`src/rtl/oneshot_pkg.sv`:
```
package oneshot_pkg;

  typedef enum logic {
    OS_IDLE = 1'b0,
    OS_TIME = 1'b1
  } os_state_e;

  // bit positions of the synchronised input vector
  localparam int unsigned IN_TRIG = 0;
  localparam int unsigned IN_TICK = 1;
  localparam int unsigned IN_MODE = 2;
  localparam int unsigned IN_W    = 3;

endpackage

```
`src/rtl/oneshot_sync.sv`:
```
module oneshot_sync #(
  parameter int unsigned     W       = 3,
  parameter int unsigned     STAGES  = 2,
  parameter logic [W-1:0]    RST_VAL = '0
) (
  input  logic         clk,
  input  logic         rst,
  input  logic [W-1:0] d_async,
  output logic [W-1:0] q_sync
);

  localparam int unsigned LAST = STAGES - 1;

  for (genvar b = 0; b < W; b++) begin : g_bit
    logic [STAGES-1:0] chain;
    always_ff @(posedge clk) begin
      if (rst) chain <= {STAGES{RST_VAL[b]}};
      else     chain <= {chain[STAGES-2:0], d_async[b]};
    end
    assign q_sync[b] = chain[LAST];
  end

endmodule

```
`src/rtl/oneshot_edge.sv`:
```
module oneshot_edge #(
  parameter int unsigned  W         = 2,
  parameter logic [W-1:0] RST_VAL   = '0,
  parameter logic [W-1:0] FALL_MASK = '0
) (
  input  logic         clk,
  input  logic         rst,
  input  logic [W-1:0] lvl,
  output logic [W-1:0] evt
);

  logic [W-1:0] prev;

  always_ff @(posedge clk) begin
    if (rst) prev <= RST_VAL;
    else     prev <= lvl;
  end

  for (genvar b = 0; b < W; b++) begin : g_det
    if (FALL_MASK[b]) begin : g_fall
      assign evt[b] = prev[b] & ~lvl[b];
    end else begin : g_rise
      assign evt[b] = ~prev[b] & lvl[b];
    end
  end

endmodule

```
`src/rtl/oneshot_count.sv`:
```
module oneshot_count #(
  parameter int unsigned TERM = 925,
  parameter int unsigned CW   = 10
) (
  input  logic          clk,
  input  logic          rst,
  input  logic          clr,
  input  logic          adv,
  output logic [CW-1:0] cnt,
  output logic          at_last
);

  localparam logic [CW-1:0] LAST_V = CW'(TERM - 1);

  assign at_last = (cnt == LAST_V);

  always_ff @(posedge clk) begin
    if (rst || clr)   cnt <= '0;
    else if (adv)     cnt <= at_last ? '0 : cnt + 1'b1;
  end

endmodule

```
`src/rtl/oneshot_ctrl.sv`:
```
module oneshot_ctrl
  import oneshot_pkg::*;
(
  input  logic      clk,
  input  logic      rst,
  input  logic      trg,
  input  logic      tick,
  input  logic      retrig_ok,
  input  logic      at_last,
  output os_state_e state,
  output logic      clr,
  output logic      adv
);

  os_state_e nxt;
  logic      restart;

  assign restart = trg & retrig_ok;

  always_comb begin
    nxt = state;
    clr = 1'b0;
    adv = 1'b0;
    unique case (state)
      OS_IDLE: begin
        clr = 1'b1;
        if (trg) nxt = OS_TIME;
      end
      OS_TIME: begin
        if (restart) begin
          clr = 1'b1;
        end else if (tick) begin
          adv = 1'b1;
          if (at_last) nxt = OS_IDLE;
        end
      end
      default: nxt = OS_IDLE;
    endcase
  end

  always_ff @(posedge clk) begin
    if (rst) state <= OS_IDLE;
    else     state <= nxt;
  end

endmodule

```
`src/rtl/oneshot_timer.sv`:
```
module oneshot_timer
  import oneshot_pkg::*;
#(
  parameter int unsigned PERIOD_MS = 18500,
  parameter int unsigned TICK_MS   = 20,
  parameter int unsigned SYNC_STG  = 2
) (
  input  logic clk,
  input  logic rst,
  input  logic trig_n,
  input  logic tbase,
  input  logic rt_mode,
  output logic pulse_out
);

  localparam int unsigned TERM = PERIOD_MS / TICK_MS;
  localparam int unsigned CW   = $clog2(TERM + 1);
  localparam logic [IN_W-1:0] SYNC_RST = IN_W'(1) << IN_TRIG;

  logic [IN_W-1:0] raw_in, syn;
  logic [1:0]      evt;
  logic            trg_fall, tb_rise, rt_lvl;
  logic [CW-1:0]   cnt_q;
  logic            at_last, clr, adv;
  os_state_e       state;

  always_comb begin
    raw_in          = '0;
    raw_in[IN_TRIG] = trig_n;
    raw_in[IN_TICK] = tbase;
    raw_in[IN_MODE] = rt_mode;
  end

  oneshot_sync #(.W(IN_W), .STAGES(SYNC_STG), .RST_VAL(SYNC_RST)) u_sync (
    .clk(clk), .rst(rst), .d_async(raw_in), .q_sync(syn)
  );

  oneshot_edge #(.W(2), .RST_VAL(2'b01), .FALL_MASK(2'b01)) u_edge (
    .clk(clk), .rst(rst), .lvl({syn[IN_TICK], syn[IN_TRIG]}), .evt(evt)
  );

  assign trg_fall = evt[0];
  assign tb_rise  = evt[1];
  assign rt_lvl   = syn[IN_MODE];

  oneshot_ctrl u_ctrl (
    .clk(clk), .rst(rst), .trg(trg_fall), .tick(tb_rise), .retrig_ok(rt_lvl),
    .at_last(at_last), .state(state), .clr(clr), .adv(adv)
  );

  oneshot_count #(.TERM(TERM), .CW(CW)) u_cnt (
    .clk(clk), .rst(rst), .clr(clr), .adv(adv), .cnt(cnt_q), .at_last(at_last)
  );

  assign pulse_out = (state == OS_TIME);

  p_cnt_bound_r4: assert property (@(posedge clk) disable iff (rst)
    cnt_q < CW'(TERM));

  p_idle_zero_r8: assert property (@(posedge clk) disable iff (rst)
    (state == OS_IDLE) |-> (cnt_q == '0));

  p_start_r2: assert property (@(posedge clk) disable iff (rst)
    (state == OS_IDLE && trg_fall) |=> (pulse_out && cnt_q == '0));

  p_quiet_r2: assert property (@(posedge clk) disable iff (rst)
    (state == OS_IDLE && !trg_fall) |=> !pulse_out);

  p_restart_r5: assert property (@(posedge clk) disable iff (rst)
    (state == OS_TIME && rt_lvl && trg_fall) |=> (pulse_out && cnt_q == '0));

  p_ignore_r6: assert property (@(posedge clk) disable iff (rst)
    (state == OS_TIME && !rt_lvl && trg_fall && !tb_rise) |=>
      (pulse_out && cnt_q == $past(cnt_q)));

  p_end_r3: assert property (@(posedge clk) disable iff (rst)
    (state == OS_TIME && tb_rise && at_last && !(rt_lvl && trg_fall)) |=> !pulse_out);

endmodule

```
`config.mk`:
```
export PLATFORM = sky130hd
export DESIGN_NAME = oneshot_timer
export DESIGN_NICKNAME = d
export VERILOG_FILES = /design/src/rtl/oneshot_pkg.sv /design/src/rtl/oneshot_sync.sv /design/src/rtl/oneshot_edge.sv /design/src/rtl/oneshot_count.sv /design/src/rtl/oneshot_ctrl.sv /design/src/rtl/oneshot_timer.sv
export SDC_FILE = /design/constraint.sdc
export NUM_CORES = 1
export LEC_CHECK = 0
export BUFFER_PORTS_ARGS = -buffer_cell sky130_fd_sc_hd__buf_2
export CAP_MARGIN = 10
export CELL_PAD_IN_SITES_DETAIL_PLACEMENT = 1
export CELL_PAD_IN_SITES_GLOBAL_PLACEMENT = 2
export CORE_ASPECT_RATIO = 0.75
export CORE_MARGIN = 3
export CORE_UTILIZATION = 30
export DETAILED_ROUTE_END_ITERATION = 10
export PLACE_DENSITY = 0.62
export SLEW_MARGIN = 20
export SYNTH_ARGS = -nofsm -noshare
export SYNTH_HDL_FRONTEND = slang
export SYNTH_SLANG_ARGS = --single-unit
```
`constraint.sdc`:
```
create_clock -name clk -period 4.51 [get_ports clk]
set_input_delay 0.902 -clock clk [delete_from_list [all_inputs] [get_ports clk]]
set_output_delay 0.902 -clock clk [all_outputs]
set_load 0.1 [all_outputs]
```
==> impl_metrics.yaml, run 1 <==
logic_synthesis:
  yosys-mux-area-fraction_pct: 1.23
  postSynth.topFlopCell: "sky130_fd_sc_hd__dfxtp_1"
  synth.largest_area_cell: "sky130_fd_sc_hd__dfxtp_1"
  synthTopCellsByArea: "sky130_fd_sc_hd__dfxtp_1 47%, sky130_fd_sc_hd__xnor2_1 8.6%, sky130_fd_sc_hd__nor2_1 5.5%"
  yosys.cell_count.top_type: "sky130_fd_sc_hd__dfxtp_1"
  mean_post_synth_cell_area_um2: 9.78
  netlist-cell-type-count: 27
  synth_compound_area_share_pct: 5.08
  synth-edff-count: 0
  ys_ff_latch: 19
  main_combinational_cell_family_by_area_after_synthesis: "simple AND/OR/NAND/NOR gates"
  netlist_area_um2: 812
  yosysWarningCount: 0
  syn_inst: 83
  synth-adder-area-share_pct: 3.08
  simple_gate_share_of_the_synthesized_area_pct: 31.0
  synth_top_area_share_pct: 46.8
  mappedNetlistNets: 90
  synth-async-reset-ratio_pct: 0
  synth_xor_xnor_area_share_pct: 8.63
  synth-seq-area-share_pct: 46.8
  synth.cells.most_frequent: "19 x sky130_fd_sc_hd__dfxtp_1, 12 x sky130_fd_sc_hd__nor2_1, 8 x sky130_fd_sc_hd__xnor2_1"
sta:
  setup_total_negative_slack_ns: 0
  worst-slew-pin-transition_ns: 0.488
  hold_slack_ns: 0.435
  timing.final.hold_violations: 0
  maximum_clock_skew_at_final_layout_ns: 0.00422
  timing.fmax_mhz: 469
  maxSlewViolCount: 0
  rsz0062_at_grt: "false"
  setup_viol: 0
  max-slew-margin-rel_pct: 67.7
  min_period_over_period_pct: 47.2
  fin_ws_ns: 2.38
  final.min_clock_period_ns: 2.13
floorplanning:
  initial_core_util_pct: 33.3
  chipWidth_um: 66.1
  vertical_die_dimension_um: 51.1
  floorplan.rows: 15
  floorplan.die_area_um2: 3370
  io_pins: 6
  core_area_um2: 2440
job:
  drv_cap: 0
clock_tree:
  clkLatencyLatePin_ns: 0.30
  tritoncts: "done"
  cts_buffers: 3
  ctsResizeCount: 0
  hold_buffers: 0
  cts_max_path_bufs: 2
  cts_post_setup_buffers_inserted: 0
  cts.sinks: 19
  clk_pin_slew_worst_paths_ns: 0.11
  cts-root-buf: "sky130_fd_sc_hd__clkbuf_4"
  cts-htree-levels: 1
critical_path:
  crit_path_top_delay_cell: "sky130_fd_sc_hd__buf_2"
  reg2reg_slack_ns: 2.79
  critical_path_required_ns: 3.61
  worst-path-max-fanout: 5
  worst_path_bufs_invs: 1
  crit_reg_reg_startpoint: "u_cnt.cnt[0]"
  worstSetupPathType: "reg -> out"
  worstReg2RegEnd: "u_cnt.cnt[3]"
  r2r_cells: 6
  worst-endpoint-arrival_ns: 1.23
  cp-start-kind: "flop"
  cpPeakStageDelay_ns: 0.47
  worst_path_dominant_cell_family: "buffers and inverters"
  critPathCaptureType: "output port"
  critical_path.cell_chain: "buf_2"
pwr:
  vdd_ir_drop_max_v: 0.000106
  pwr_per_cell_area_nw_per_um2: 310
  p_leak_nw: 0.290
cells_and_area:
  layout-drive-gt1-share_pct: 17.8
  area_growth_pct: 8.78
  fin_util_pct: 36.2
  diodes: 0
  finish.cell_count_without_fillers: 124
  num-nets-final: 98
placement:
  gp_congestion: 0.673
  dpl.hpwl_um: 1130
  pre_cts_slack_ns: 2.69
  placed_cells_incl_taps: 120
  port_buffer_count: 5
status:
  run_status: "finished, final reports clean"
hold_path:
  hold_path_end: "u_sync.g_bit[0].chain[1]"
  min_path_cells: 1
  hold_path_startpoint: "u_sync.g_bit[0].chain[0]"
  worst_hold_path_type: "reg -> reg"
detailed_routing:
  detail_route.drc_violations: 0
  drt-initial-drc-count: 4
  wl_per_cell_um: 12.1
  post_dr_vias_cell: 4.65
  first_pass_detailed_route_iteration_total: 4
  detail-route-antenna-nets: 0
  via_count_of_the_routed_design: 576
  route.final.wire_length_um: 1500
global_routing:
  met2_layer_usage_reported_by_global_route_pct: 13.0
  grt_pass1_wl_um: 2540
  met3_track_usage_gr_pct: 4.62
  grtUsageTotal_pct: 10.3
  antenna_found_initial: 0
  grt_start_max_net_pins: 11
  globalRoute.busiestLayer: "met1"
  grt_use_met1_pct: 14.8
  globalRoute.totalOverflow: 0
  first_global_vias: 537
[per-stage QoR]
| stage | total power, W | instance area (µm²) |
|---|---|---|
| final | 0.000274 | 883 |
| after global routing | 0.000291 | 883 |
| after CTS | 0.000279 | 883 |
| after detailed placement | 0.000191 | 857 |
| after global placement | 0.000191 | 857 |
| after floorplan | 0.000187 | 812 |
[sequential cells by signal, indices dropped and copies added (netlist names)]
register / flops
u_edge.prev: 2
u_cnt.cnt: 10
u_sync.g_bit.chain: 6
u_ctrl.state: 1
[placed cells by master (no fill, tap or decap)]
cell / netlist / routed
sky130_fd_sc_hd__nor4_2: 1 / 1
sky130_fd_sc_hd__mux2i_1: 1 / 1
sky130_fd_sc_hd__nand4b_1: 1 / 1
sky130_fd_sc_hd__nand2b_4: 1 / 1
sky130_fd_sc_hd__nor3_1: 1 / 1
sky130_fd_sc_hd__ha_1: 2 / 2
sky130_fd_sc_hd__nor2b_1: 6 / 6
sky130_fd_sc_hd__and3b_1: 1 / 1
sky130_fd_sc_hd__a211oi_2: 1 / 1
sky130_fd_sc_hd__a21oi_1: 1 / 1
sky130_fd_sc_hd__a31oi_1: 1 / 1
sky130_fd_sc_hd__xnor2_1: 8 / 8
sky130_fd_sc_hd__or2_2: 3 / 3
sky130_fd_sc_hd__nand3b_1: 1 / 1
sky130_fd_sc_hd__nor4_1: 4 / 4
sky130_fd_sc_hd__inv_1: 3 / 3
sky130_fd_sc_hd__nand2_1: 5 / 5
sky130_fd_sc_hd__a311o_1: 1 / 1
sky130_fd_sc_hd__nor4b_1: 1 / 1
sky130_fd_sc_hd__nor3_2: 1 / 1
sky130_fd_sc_hd__buf_2: 0 / 5
sky130_fd_sc_hd__nor2_1: 12 / 12
sky130_fd_sc_hd__o21bai_1: 1 / 1
sky130_fd_sc_hd__nand4_1: 2 / 2
sky130_fd_sc_hd__and2b_2: 1 / 1
sky130_fd_sc_hd__nand3_1: 2 / 2
sky130_fd_sc_hd__dfxtp_1: 19 / 19
sky130_fd_sc_hd__clkbuf_4: 0 / 3
sky130_fd_sc_hd__clkbuf_1: 0 / 1
[power by group]
group	leakage (nW)	internal (W)	switching (W)
Combinational	0.120	0.00000530	0.00000837
Sequential	0.155	0.000171	0.00000194
Clock	0.0150	0.0000344	0.0000524
[layer usage]
metal  up-vias  share of wire, %
li1        296                 -
met3         2               3.7
met1       271                55
met4         0               1.3
met2         7                40
met5         -                 0
[cells by family (layout without fill, tap and decap cells)]
logic type / count (synthesis) / after routing
XOR/XNOR: 8 / 8
flip-flops: 19 / 19
AO/OA/AOI/OAI: 5 / 5
multiplexers: 1 / 1
adder cells (fa/ha/maj): 2 / 2
buffers and inverters: 5 / 12
AND/OR/NAND/NOR: 43 / 43
[worst max path at each step]
| stage | to | depth (start not counted) | slack (ns) | from |
|---|---|---|---|---|
| detailed placement | u_cnt.cnt[9] | 3 | 2.69 | rst |
| finish | pulse_out | 1 | 2.38 | u_ctrl.state |
| global placement | u_cnt.cnt[9] | 3 | 2.71 | rst |
| floorplan | u_cnt.cnt[9] | 4 | 2.38 | u_ctrl.state |
| CTS | pulse_out | 1 | 2.36 | u_ctrl.state |
| global route | pulse_out | 1 | 2.32 | u_ctrl.state |
[final cells by class]
| cell class | count | area (µm²) |
|---|---|---|
| clock buffers | 4 | 26.3 |
| fillers | 297 | 1560 |
| inverters | 3 | 11.3 |
| multi-input cells | 59 | 398 |
| flip-flops and latches | 19 | 380 |
| well taps | 34 | 42.5 |
| repair buffers | 5 | 25.0 |
No activity file was read; power rests on OpenSTA's default activity.
==> inputs of run 2 (changes only) <==
ABC_AREA = 1   (was unset)
CORE_UTILIZATION = 29   (was 30)
PLACE_DENSITY = 0.68   (was 0.62)
clock period = 1.75 ns   (was 4.51 ns; I/O delays follow)
==> run 2 against run 1 <==
  * Largest power group unchanged
  * Hold slack worse by 0.16 ns
  * Synthesized cell count up 41%
  * Clock power rose to 3.5 times the previous value
  * Critical endpoint unchanged
  * Final cell count up 29%
  * Sequential power rose to 2.6 times the previous value
  * Combinational power rose to 2.8 times the previous value
  * Count of clock-buffer cells in the layout unchanged
==> impl_metrics.yaml, run 2 <==
critical_path:
  critPathCaptureType: "output port"
  worstSetupPathType: "reg -> out"
  worst-endpoint-arrival_ns: 1.13
  worst-path-max-fanout: 4
  critical_path_required_ns: 1.40
  cp.depth: 1
  worst_path_bufs_invs: 1
  crit_path_top_delay_cell: "sky130_fd_sc_hd__buf_2"
  r2r_cells: 9
  cp-start-kind: "flop"
  worst_path_dominant_cell_family: "buffers and inverters"
  cpPeakStageDelay_ns: 0.46
  critical_path.cell_chain: "buf_2"
clock_tree:
  cts-root-buf: "sky130_fd_sc_hd__clkbuf_8"
  ctsResizeCount: 0
  cts_post_setup_buffers_inserted: 0
  cts_buffers: 3
  clk_pin_slew_worst_paths_ns: 0.07
  hold_buffers: 0
  tritoncts: "done"
  cts_max_path_bufs: 2
  clkLatencyLatePin_ns: 0.25
  cts-htree-levels: 1
  cts.sinks: 19
placement:
  gp_congestion: 0.730
  dpl.hpwl_um: 1430
  total_placed_instance_area_um2: 920
  port_buffer_count: 5
pwr:
  internal-power_w: 0.000615
  power.clock.fraction_pct: 38.7
  pwr_per_cell_area_nw_per_um2: 820
  switching_share_pct: 22.2
  p_seq_share_pct: 56.4
  p_leak_nw: 0.351
  p_switching_w: 0.000176
  vdd_ir_drop_max_v: 0.000423
  comb_power_share_pct: 4.9
floorplanning:
  vertical_die_dimension_um: 53.4
  floorplan.die_area_um2: 3690
  core_area_um2: 2720
  initial_core_util_pct: 31.9
  chipWidth_um: 69.2
  floorplan.rows: 16
  io_pins: 6
logic_synthesis:
  synthTopCellsByArea: "sky130_fd_sc_hd__dfxtp_1 44%, sky130_fd_sc_hd__nand2_1 12%, sky130_fd_sc_hd__nor2_1 11%"
  syn_inst: 117
  synth-edff-count: 0
  synth.cells.most_frequent: "27 x sky130_fd_sc_hd__nand2_1, 26 x sky130_fd_sc_hd__nor2_1, 19 x sky130_fd_sc_hd__dfxtp_1"
  yosys.cell_count.top_type: "sky130_fd_sc_hd__nand2_1"
  synth-async-reset-ratio_pct: 0
  synth.largest_area_cell: "sky130_fd_sc_hd__dfxtp_1"
  mappedNetlistNets: 124
  ys_ff_latch: 19
  mean_post_synth_cell_area_um2: 7.42
  synth-seq-area-share_pct: 43.8
  synth_top_area_share_pct: 43.8
  netlist-cell-type-count: 21
  postSynth.topFlopCell: "sky130_fd_sc_hd__dfxtp_1"
  netlist_area_um2: 868
  yosysWarningCount: 0
cells_and_area:
  layout_common_cells: "27 x sky130_fd_sc_hd__nand2_1, 26 x sky130_fd_sc_hd__nor2_1, 19 x sky130_fd_sc_hd__dfxtp_1, 14 x sky130_fd_sc_hd__inv_1, 5 x sky130_fd_sc_hd__buf_2"
  regMostFlops: "u_cnt.cnt"
  max_ffs_per_register: 10
  layout-drive-gt1-share_pct: 17.7
  num-fill-cells: 345
  diodes: 0
  final_cell_area_um2: 965
  num-nets-final: 132
  final_common_cell: "sky130_fd_sc_hd__nand2_1"
  area_growth_pct: 11.1
  reg_top3: "u_cnt.cnt (10), u_sync.g_bit.chain (6), u_edge.prev (2)"
detailed_routing:
  post_dr_vias_cell: 4.46
  wl_per_cell_um: 11.2
  detail-route-antenna-nets: 0
  first_pass_detailed_route_iteration_total: 4
  via_count_of_the_routed_design: 714
  route.final.wire_length_um: 1790
  detail_route.drc_violations: 0
  drt-initial-drc-count: 35
sta:
  final.min_clock_period_ns: 1.48
  rsz0062_at_grt: "false"
  timing.final.hold_violations: 0
  max-slew-margin-rel_pct: 67.7
  setup_viol: 0
  timing.fmax_mhz: 678
  maxSlewViolCount: 0
  setup_total_negative_slack_ns: 0
  min_period_over_period_pct: 84.3
  maximum_clock_skew_at_final_layout_ns: 0.00251
  worst-slew-pin-transition_ns: 0.488
global_routing:
  first_global_vias: 751
  globalRoute.totalOverflow: 0
  grt_pass1_wl_um: 3420
  antenna_found_initial: 0
  grt_start_max_net_pins: 14
  grtUsageTotal_pct: 12.1
hold_path:
  worst_hold_path_type: "in -> reg"
  min_path_cells: 2
status:
  run_status: "finished, final reports clean"
job:
  drv_cap: 0
[run 2: cell families (layout without fill, tap and decap cells)]
family | after synthesis | after routing | share of synthesized area, %
compound gates | 8 | 8 | 6.20
fa+ha+maj | 2 | 2 | 2.88
buf+inv | 17 | 24 | 8.65
flops | 19 | 19 | 43.8
simple gates | 71 | 71 | 38.5
[run 2: power by group through the flow]
stage          sequential (W)  clock (W)  combinational (W)
6_report             0.000446   0.000306          0.0000388
5_1_grt              0.000447   0.000346          0.0000443
4_1_cts              0.000446   0.000319          0.0000400
3_5_place_dp         0.000456          0          0.0000398
3_3_place_gp         0.000456          0          0.0000389
2_1_floorplan        0.000464          0          0.0000220
[run 2: per-stage QoR]
| stage | std cells | setup WS [ns] | hold WS (ns) | utilization (%) | total power (W) |
|---|---|---|---|---|---|
| after floorplan | 117 | 0.0403 | 0.388 | - | 0.000486 |
| after global placement | 156 | 0.341 | 0.391 | 33.8 | 0.000495 |
| after detailed placement | 156 | 0.327 | 0.396 | 33.8 | 0.000496 |
| after CTS | 160 | 0.266 | 0.269 | 35.4 | 0.000805 |
| after global routing | 160 | 0.141 | 0.272 | 35.4 | 0.000837 |
| final | 160 | 0.274 | 0.274 | 35.4 | 0.000791 |
[run 2: layout make-up]
| type | instances | area (µm²) | area share (%) |
|---|---|---|---|
| clock buffers | 4 | 45.0 | 4.67 |
| inverters | 15 | 56.3 | 5.84 |
| multi-input cells | 81 | 413 | 42.8 |
| flip-flops and latches | 19 | 380 | 39.4 |
| well taps | 36 | 45.0 | 4.67 |
| repair buffers | 5 | 25.0 | 2.59 |
[run 2: path summary, 6_finish.rpt]
check / startpoint / end / slack [ns]
worst max-delay path: u_ctrl.state / pulse_out / 0.27
worst min-delay path: trig_n / u_sync.g_bit[0].chain[0] / 0.27
worst min register to register: u_sync.g_bit[0].chain[0] / u_sync.g_bit[0].chain[1] / 0.41
worst max register to register: u_cnt.cnt[0] / u_cnt.cnt[5] / 0.34
[run 2: metal layers]
metal	share of wire, %	wire length, µm	vias to the layer above	track usage [%]
met5	0	0	-	0
met4	0.73	13	0	1.95
met3	3.8	68	2	4.55
met2	42	754	6	19.9
met1	53	955	335	15.5
li1	-	-	371	-
